$ cat src/rtl/edge_gap_capture.sv
module edge_gap_capture #(
  parameter int DIV_W      = 12,
  parameter int CNT_W      = 16,
  parameter int FIFO_AW    = 3,
  parameter int REQ_LEVEL  = 4,
  parameter int FILT_TICKS = 4
) (
  input  logic               clk,
  input  logic               rst_n,
  input  logic               cap_in,
  input  logic [DIV_W-1:0]   div,
  input  logic [CNT_W-1:0]   end_val,
  input  logic [1:0]         mode,
  input  logic               cap_en,
  input  logic               bypass,
  input  logic               clr_wr,
  input  logic               clr_din,
  input  logic               rd_en,
  input  logic [2:0]         flag_clr,
  output logic [CNT_W-1:0]   rd_data,
  output logic [FIFO_AW:0]   fill,
  output logic               level,
  output logic               req_flag,
  output logic               ovf_flag,
  output logic               tmo_flag
);

  localparam int DEPTH = 1 << FIFO_AW;
  localparam int FW    = $clog2(FILT_TICKS + 1);
  localparam logic [FIFO_AW:0] FULL_F = (FIFO_AW+1)'(DEPTH);
  localparam logic [FIFO_AW:0] REQ_F  = (FIFO_AW+1)'(REQ_LEVEL);

  logic [DIV_W-1:0] pre;
  logic             tick;
  assign tick = (pre == div - DIV_W'(1));

  always_ff @(posedge clk or negedge rst_n)
    if (!rst_n) pre <= '0;
    else        pre <= tick ? '0 : pre + DIV_W'(1);

  logic [FW-1:0] fcnt;
  logic          byp_on, diff, acc;
  assign byp_on = bypass && (div == DIV_W'(1));
  assign diff   = cap_in ^ level;
  assign acc    = byp_on ? diff : (diff && tick && fcnt == FW'(FILT_TICKS-1));

  always_ff @(posedge clk or negedge rst_n)
    if (!rst_n) begin
      level <= 1'b1;
      fcnt  <= '0;
    end else begin
      if (acc) level <= cap_in;
      if (!diff || acc || byp_on) fcnt <= '0;
      else if (tick)              fcnt <= fcnt + FW'(1);
    end

  logic             clr_q, run, vedge, tmo_hit, push;
  logic [CNT_W-1:0] cnt, inc, word;
  assign run     = cap_en && !clr_q && mode != 2'b00;
  assign vedge   = run && acc && (mode == 2'b01 || mode[0] == cap_in);
  assign inc     = cnt + CNT_W'(tick);
  assign tmo_hit = run && tick && !vedge &&
                   ({1'b0, cnt} + (CNT_W+1)'(1) == {1'b0, end_val});
  assign push    = vedge || tmo_hit;
  assign word    = vedge ? {(mode == 2'b01) ? level : 1'b0, inc[CNT_W-2:0]}
                         : {1'b1, end_val[CNT_W-2:0]};

  always_ff @(posedge clk or negedge rst_n)
    if (!rst_n)            cnt <= '0;
    else if (!run || push) cnt <= '0;
    else if (tick)         cnt <= cnt + CNT_W'(1);

  always_ff @(posedge clk or negedge rst_n)
    if (!rst_n)      clr_q <= 1'b1;
    else if (clr_wr) clr_q <= clr_din;

  logic [CNT_W-1:0]   mem [DEPTH];
  logic [FIFO_AW-1:0] wp, rp;
  logic               pop, drop, wr;
  assign pop  = rd_en && fill != '0 && !clr_q;
  assign drop = push && fill == FULL_F && !pop;
  assign wr   = push && !drop;

  always_ff @(posedge clk)
    if (wr) mem[wp] <= word;

  always_ff @(posedge clk or negedge rst_n)
    if (!rst_n) begin
      wp <= '0; rp <= '0; fill <= '0;
    end else if (clr_q) begin
      wp <= '0; rp <= '0; fill <= '0;
    end else begin
      if (wr)  wp <= wp + FIFO_AW'(1);
      if (pop) rp <= rp + FIFO_AW'(1);
      fill <= fill + (FIFO_AW+1)'(wr) - (FIFO_AW+1)'(pop);
    end

  assign rd_data = (fill == '0) ? '0 : mem[rp];

  always_ff @(posedge clk or negedge rst_n)
    if (!rst_n) begin
      req_flag <= 1'b0; ovf_flag <= 1'b0; tmo_flag <= 1'b0;
    end else begin
      req_flag <= (req_flag && !flag_clr[0]) || (fill >= REQ_F);
      ovf_flag <= (ovf_flag && !flag_clr[1]) || drop;
      tmo_flag <= (tmo_flag && !flag_clr[2]) || tmo_hit;
    end

  p_fill_bound_r8: assert property (@(posedge clk) disable iff (!rst_n)
    fill <= FULL_F);
  p_drop_full_r9: assert property (@(posedge clk) disable iff (!rst_n)
    $rose(ovf_flag) |-> $past(fill) == FULL_F);
  p_req_set_r10: assert property (@(posedge clk) disable iff (!rst_n)
    fill >= REQ_F |=> req_flag);
  p_clear_empty_r11: assert property (@(posedge clk) disable iff (!rst_n)
    clr_q |=> fill == '0);
  p_idle_r2: assert property (@(posedge clk) disable iff (!rst_n)
    mode == 2'b00 |=> fill <= $past(fill));
  p_bypass_r7: assert property (@(posedge clk) disable iff (!rst_n)
    (bypass && div == DIV_W'(1) && cap_in != level) |=> level == $past(cap_in));

endmodule

$ cat config.mk
export PLATFORM = sky130hd
export DESIGN_NAME = edge_gap_capture
export DESIGN_NICKNAME = d
export VERILOG_FILES = /design/src/rtl/edge_gap_capture.sv
export SDC_FILE = /design/constraint.sdc
export NUM_CORES = 1
export LEC_CHECK = 0
export CELL_PAD_IN_SITES_DETAIL_PLACEMENT = 1
export CELL_PAD_IN_SITES_GLOBAL_PLACEMENT = 2
export CORE_ASPECT_RATIO = 1.2
export CORE_MARGIN = 2
export CORE_UTILIZATION = 45
export DETAILED_ROUTE_END_ITERATION = 7
export DONT_BUFFER_PORTS = 1
export PLACE_DENSITY = 0.83
export RECOVER_POWER = 100
export SLEW_MARGIN = 20
export SYNTH_ARGS = -nofsm -noshare
export SYNTH_HDL_FRONTEND = slang
export SYNTH_SLANG_ARGS = --single-unit
$ cat constraint.sdc
create_clock -name clk -period 5.4 [get_ports clk]
set_clock_uncertainty 0.2 [all_clocks]
set_input_delay 1.62 -clock clk [delete_from_list [all_inputs] [get_ports clk]]
set_output_delay 1.62 -clock clk [all_outputs]
set_load 0.01 [all_outputs]
==> reports/qor.yml, run 1 <==
outcome: "finished, final reports clean"
yosys_most_used_dff: "edfxtp_1"
cts_resized: 0
syn_nets: 720
ys_ff_latch: 174
numCtsBuffers: 17
synth_xor_xnor_area_share_pct: 7.311
synth.most_common_cell: "edfxtp_1"
gp_congestion: 0.8921
hold_buffers: 0
port_buffers: 0
synth_commonest_cells: "edfxtp_1 (128), nor2_1 (77), dfrtp_1 (44)"
grt_max_degree: 47
leakage_nw: 3.311
antenna_found_initial: 0
ios: 65
clk_latency_ns: 0.43
cp.arrival_ns: 5.16
dp.cells: 903
yosysWarnings: 0
drv_slew: 0
setup_tns_ns: 0
hold_viol: 0
synth.distinct_cells: 62
multi_input_area_um2: 3612
dieArea_um2: 20570
hpwl_um: 14390
overflow: 0
cts_tree: "done"
startpoint: "div[1]"
start_kind: "primary input"
rr_startpoint: "cnt[1]"
synth_top_area_cell: "edfxtp_1"
rrSetupSlack_ns: 0.84
peakVddDrop_mv: 0.2151
p_per_area_nw_per_um2: 357.1
synth_compound_area_share_pct: 4.550
first_pass_iters: 4
drive_above_1_share_pct: 14.87
die_w_um: 131.3
avgSynthCellArea_um2: 13.19
reg2reg_depth: 13
routed_via_density: 5.806
path_class: "in -> reg"
netlist_area_um2: 8745
relSlewSlack_pct: 37.07
end_kind: "register"
hold_depth: 2
synth-simple-area-share_pct: 13.32
holdCritPathClass: "reg -> reg"
drt_first_iter_violations: 233
pre_cts_ws_ns: 0.07646
cp_max_fo: 7
grt_pass1_wl_um: 32980
root_buffer: "clkbuf_16"
p_seq_share_pct: 46.2
synthCells: 663
yosys.area_share.adder_pct: 2.375
worst_pin_slew_ns: 0.9440
clk_pin_slew_worst_paths_ns: 0.07
p_sw_share_pct: 30.24
die_y_um: 156.7
rsz0062_at_grt: "false"
setup-violations-final: 0
postCtsSetupRepairBufs: 0
seq_area_um2: 5000
grt_pass1_vias: 5906
synthMuxAreaShare_pct: 13.18
synth_top_family_by_area: "simple AND/OR/NAND/NOR gates"
diodes: 0
whs_endpoint: "fcnt[1]"
max-clock-path-buffers: 2
routed_wl_um: 20730
combPwrFrac_pct: 18.0
required_ns: 5.52
wl_per_cell_um: 22.17
synth-edff-count: 128
routed-via-count: 5429
start_util_pct: 46.21
power_frac_clock_pct: 35.8
yosysSeqAreaShare_pct: 57.15
max_freq_mhz: 198.2
post-route-min-period_ns: 5.046
drtAntennaViolNets: 0
fillers: 1893
max-cap-violations: 0
cts_max_level: 4
async_reset_ff_share_pct: 26.44
yosysTopAreaCellShare_pct: 43.95
core_area_um2: 18920
worstHoldStart: "fcnt[1]"
area_delta_synth_final_pct: 11.27
finalNetCount: 723
rows: 55
synthTopCellsByArea: "edfxtp_1 (44%), dfrtp_1 (13%), mux4_2 (8.2%), xor2_1 (3.8%), xnor2_1 (3.5%)"
p_int_mw: 2.424
final_cells: 935
drc: 0
reg2reg_to: "fill[1]"
period_share_pct: 93.45
fin_ws_ns: 0.3538
switching_power_mw: 1.051
cts_sinks: 174
track_usage_pct: 21.14
==> power by group through the flow <==
stage	Combinational [mW]	Clock, mW	Sequential (mW)
global placement	0.606	0	1.64
global route	0.694	1.32	1.63
CTS	0.638	1.27	1.61
detailed placement	0.631	0	1.64
floorplan	0.573	0	1.55
finish	0.627	1.24	1.60
==> worst max path at each step <==
stage,endpoint,slack [ns],cells past startpoint
2_1_floorplan,mem[4][0],0.005,10
6_report,fill[1],0.35,13
3_3_place_gp,fill[1],0.18,13
5_1_grt,fill[3],0.18,15
3_5_place_dp,fill[1],0.08,13
4_1_cts,fill[1],0.51,13
==> flip-flops by register name, indices dropped and copies added (netlist names) <==
name	cells
clr_q	1
cnt	16
fcnt	3
fill	4
level	1
mem	128
ovf_flag	1
pre	12
req_flag	1
rp	3
tmo_flag	1
wp	3
==> stage by stage <==
step                hold slack (ns)  utilization [%]  area (µm²)  total power, mW
finish                       0.3476            51.42        9731            3.475
global route                 0.3935            51.42        9731            3.643
CTS                          0.3529            52.24        9886            3.520
detailed placement           0.3335            48.94        9261            2.270
global placement             0.3081            48.93        9260            2.241
floorplan                    0.2784                -        8837            2.122
==> worst max-delay path: stages <==
cell        delay [ns]
clkinvlp_2        0.09
ha_4              0.17
or4b_1            0.56
nor4_4            0.40
o32ai_1           0.14
or4_1             0.63
o31ai_4           0.34
a41oi_4           0.09
nand2b_1          0.18
o21ai_0           0.17
ha_1              0.21
fa_1              0.42
nor2b_1           0.14
==> metal layers <==
| layer | wire length, µm | GRT usage, % | vias up |
|---|---|---|---|
| met5 | 0 | 0 | - |
| met4 | 616 | 9.420 | 0 |
| met3 | 1083 | 4.470 | 40 |
| met2 | 10870 | 37.59 | 142 |
| met1 | 8156 | 24.84 | 2774 |
| li1 | - | - | 2473 |
==> cell usage in the layout, fill, tap and decap left out, types with 7 or more instances in the layout <==
cell type  count
a21oi_1        9
inv_1         12
xor2_1        38
dfrtp_1       42
mux4_2        32
mux2_1        10
mux2i_1       24
edfxtp_1     128
nand2b_1      10
nand3_1       24
ha_1          13
o21ai_0       16
clkbuf_2       7
nor3_1        17
nor2_1        75
nor2b_1        9
nand4_1        8
nand2_1       34
clkbuf_16     17
xnor2_1       35
==> cell families (layout without fill, tap and decap cells) <==
logic type,after synthesis,count (layout)
AND/OR/NAND/NOR,226,226
multiplexers,73,73
XOR/XNOR,73,73
flip-flops,174,174
buffers and inverters,47,63
AO/OA/AOI/OAI,54,54
adder cells (fa/ha/maj),16,16
==> area by class of cell <==
type,instances,area share (%)
tap,256,3.292
inverter,14,0.5529
timing repair buffer,17,1.234
sequential,174,51.38
multi-input combinational,442,37.12
clock inverter,15,2.044
clock buffer,17,4.372
Power figures use the tool's default switching activity.
==> run 2, diff against run 1 <==
- BUFFER_PORTS_ARGS: not set -> -buffer_cell sky130_fd_sc_hd__buf_2
- CORE_UTILIZATION: 45 -> 43
- DONT_BUFFER_PORTS: 1 -> not set
- PLACE_DENSITY: 0.83 -> 0.84
==> reports/qor.yml, run 2 (synthesis gave the netlist of run 1 again) <==
outcome: "finished, final reports clean"  # unchanged
final_common_cell: "edfxtp_1"  # unchanged
routed_wl_um: 21160  # was 20730 µm
regMostFlops: "mem"  # unchanged
core_area_um2: 20110  # was 18920 µm²
dp.cells: 979  # was 903
leakage_nw: 3.535  # was 3.311 nW
multi_input_area_um2: 3637  # was 3612 µm²
numCtsBuffers: 17  # unchanged
track_usage_pct: 20.78  # was 21.14%
first_pass_iters: 4  # unchanged
rsz0062_at_grt: "false"  # unchanged
fillers: 2108  # was 1893
gp_congestion: 0.8894  # was 0.8921
reg_top3: "mem (128), cnt (16), pre (12)"  # unchanged
start_util_pct: 43.48  # was 46.21%
drtAntennaViolNets: 0  # unchanged
end_kind: "register"  # unchanged
startpoint: "div[1]"  # unchanged
rrSetupSlack_ns: 0.81  # was 0.84 ns
cp.arrival_ns: 5.05  # was 5.16 ns
finalNetCount: 790  # was 723
dieArea_um2: 21500  # was 20570 µm²
max-cap-violations: 0  # unchanged
worst_pin_slew_ns: 1.397  # was 0.9440 ns
cts_sinks: 174  # unchanged
port_buffers: 64  # was 0
hold_buffers: 0  # unchanged
max_freq_mhz: 196.4  # was 198.2 MHz
cts_tree: "done"  # unchanged
routed_via_density: 5.571  # was 5.806
die_w_um: 134.2  # was 131.3 µm
routed-via-count: 5638  # was 5429
clk_pin_slew_worst_paths_ns: 0.07  # about the same
largest_reg_flops: 128  # unchanged
reg2reg_depth: 13  # unchanged
area_delta_synth_final_pct: 16.10  # was 11.27%
grt_pass1_wl_um: 34000  # was 32980 µm
overflow: 0  # unchanged
post-route-min-period_ns: 5.091  # was 5.046 ns
drv_slew: 0  # unchanged
final_cells: 1012  # was 935
relSlewSlack_pct: 6.872  # was 37.07%
postCtsSetupRepairBufs: 0  # unchanged
grt_pass1_vias: 6110  # was 5906
final_cell_mix: "edfxtp_1 (128), nor2_1 (76), dfrtp_1 (42), buf_2 (40), xor2_1 (38)"  # was edfxtp_1 (128), nor2_1 (75), dfrtp_1 (42), xor2_1 (38), xnor2_1 (35)
drt_first_iter_violations: 311  # was 233
die_y_um: 160.2  # was 156.7 µm
path_class: "in -> reg"  # unchanged
cp_max_fo: 8  # was 7
wl_per_cell_um: 20.91  # was 22.17 µm
grt_max_degree: 33  # was 47
cts_max_level: 4  # unchanged
setup_tns_ns: 0  # unchanged
rr_startpoint: "cnt[0]"  # was cnt[1]
holdCritPathClass: "reg -> reg"  # unchanged
cts_resized: 0  # unchanged
p_per_area_nw_per_um2: 352.5  # was 357.1 nW/µm²
drive_above_1_share_pct: 19.71  # was 14.87%
reg2reg_to: "fill[1]"  # unchanged
hold_viol: 0  # unchanged
critPathCapture: "mem[1][11]"  # was fill[1]
start_kind: "primary input"  # unchanged
period_share_pct: 94.27  # was 93.45%
max-clock-path-buffers: 2  # unchanged
antenna_found_initial: 0  # unchanged
ios: 65  # unchanged
drc: 0  # unchanged
setup-violations-final: 0  # unchanged
clk_latency_ns: 0.45  # was 0.43 ns
hpwl_um: 14720  # was 14390 µm
root_buffer: "clkbuf_16"  # unchanged
seq_area_um2: 5000  # unchanged
peakVddDrop_mv: 0.2256  # was 0.2151 mV
required_ns: 5.36  # was 5.52 ns
rows: 57  # was 55
run 2: changes by cell type in the layout (fill, tap and decap cells not counted), sizes merged:
| cell | before | now |
|---|---|---|
| buf | 6 | 53 |
| diode | 0 | 1 |
| clkbuf | 28 | 48 |
| clkinvlp | 1 | 0 |
| inv | 21 | 23 |
| clkinv | 7 | 6 |
run 2: layout make-up:
cell class	count	share of cell area [%]
diodes	1	0.02465
clock buffers	17	4.190
repair buffers	84	4.917
inverters	14	0.5423
clock inverters	15	1.984
multi-input cells	442	35.83
well taps	265	3.266
flip-flops and latches	174	49.25
run 2: how the worst min path moves through the flow:
stage              from       end  depth (start not counted)
6_report       req_flag  req_flag                          2
5_1_grt         fcnt[0]   fcnt[0]                          2
4_1_cts        req_flag  req_flag                          2
3_5_place_dp   req_flag  req_flag                          2
3_3_place_gp    fcnt[1]   fcnt[1]                          2
2_1_floorplan    pre[0]    pre[0]                          1
run 2: where the power goes:
part           total, mW  internal, mW  switching [mW]
combinational      0.772         0.352           0.420
sequential          1.54          1.48          0.0663
clock               1.26         0.640           0.623
total               3.58          2.47            1.11
run 2: worst max-delay path, cell delays in order:
cell and delay (ns):
buf_2 0.13, inv_4 0.06, ha_4 0.15, or4b_1 0.57, nor4_4 0.40, xor2_1 0.22
nand2_1 0.11, nor4_4 0.45, ha_4 0.22, nand3_1 0.12, or2_2 0.37, nor2_1 0.14
xor2_1 0.08, mux2_1 0.41
run 2: metrics by stage:
| stage | utilization (%) | total power [mW] | setup WS, ns | hold WS, ns | instance area [µm²] |
|---|---|---|---|---|---|
| floorplan | - | 2.122 | 0.005136 | 0.2784 | 8837 |
| global route | 50.47 | 3.747 | 0.1232 | 0.3842 | 10150 |
| CTS | 50.92 | 3.632 | 0.4286 | 0.3435 | 10240 |
| detailed placement | 47.80 | 2.374 | -0.02991 | 0.3280 | 9614 |
| finish | 50.48 | 3.578 | 0.3093 | 0.3417 | 10150 |
| global placement | 47.80 | 2.342 | 0.08474 | 0.3099 | 9614 |
run 2: layer usage:
layer | routed length, µm | vias to the layer above | global-route usage, %
met5 | 0 | - | 0
met4 | 398 | 0 | 7.081
met3 | 710 | 26 | 3.302
met2 | 11620 | 112 | 38.43
met1 | 8427 | 2891 | 24.29
li1 | - | 2609 | -
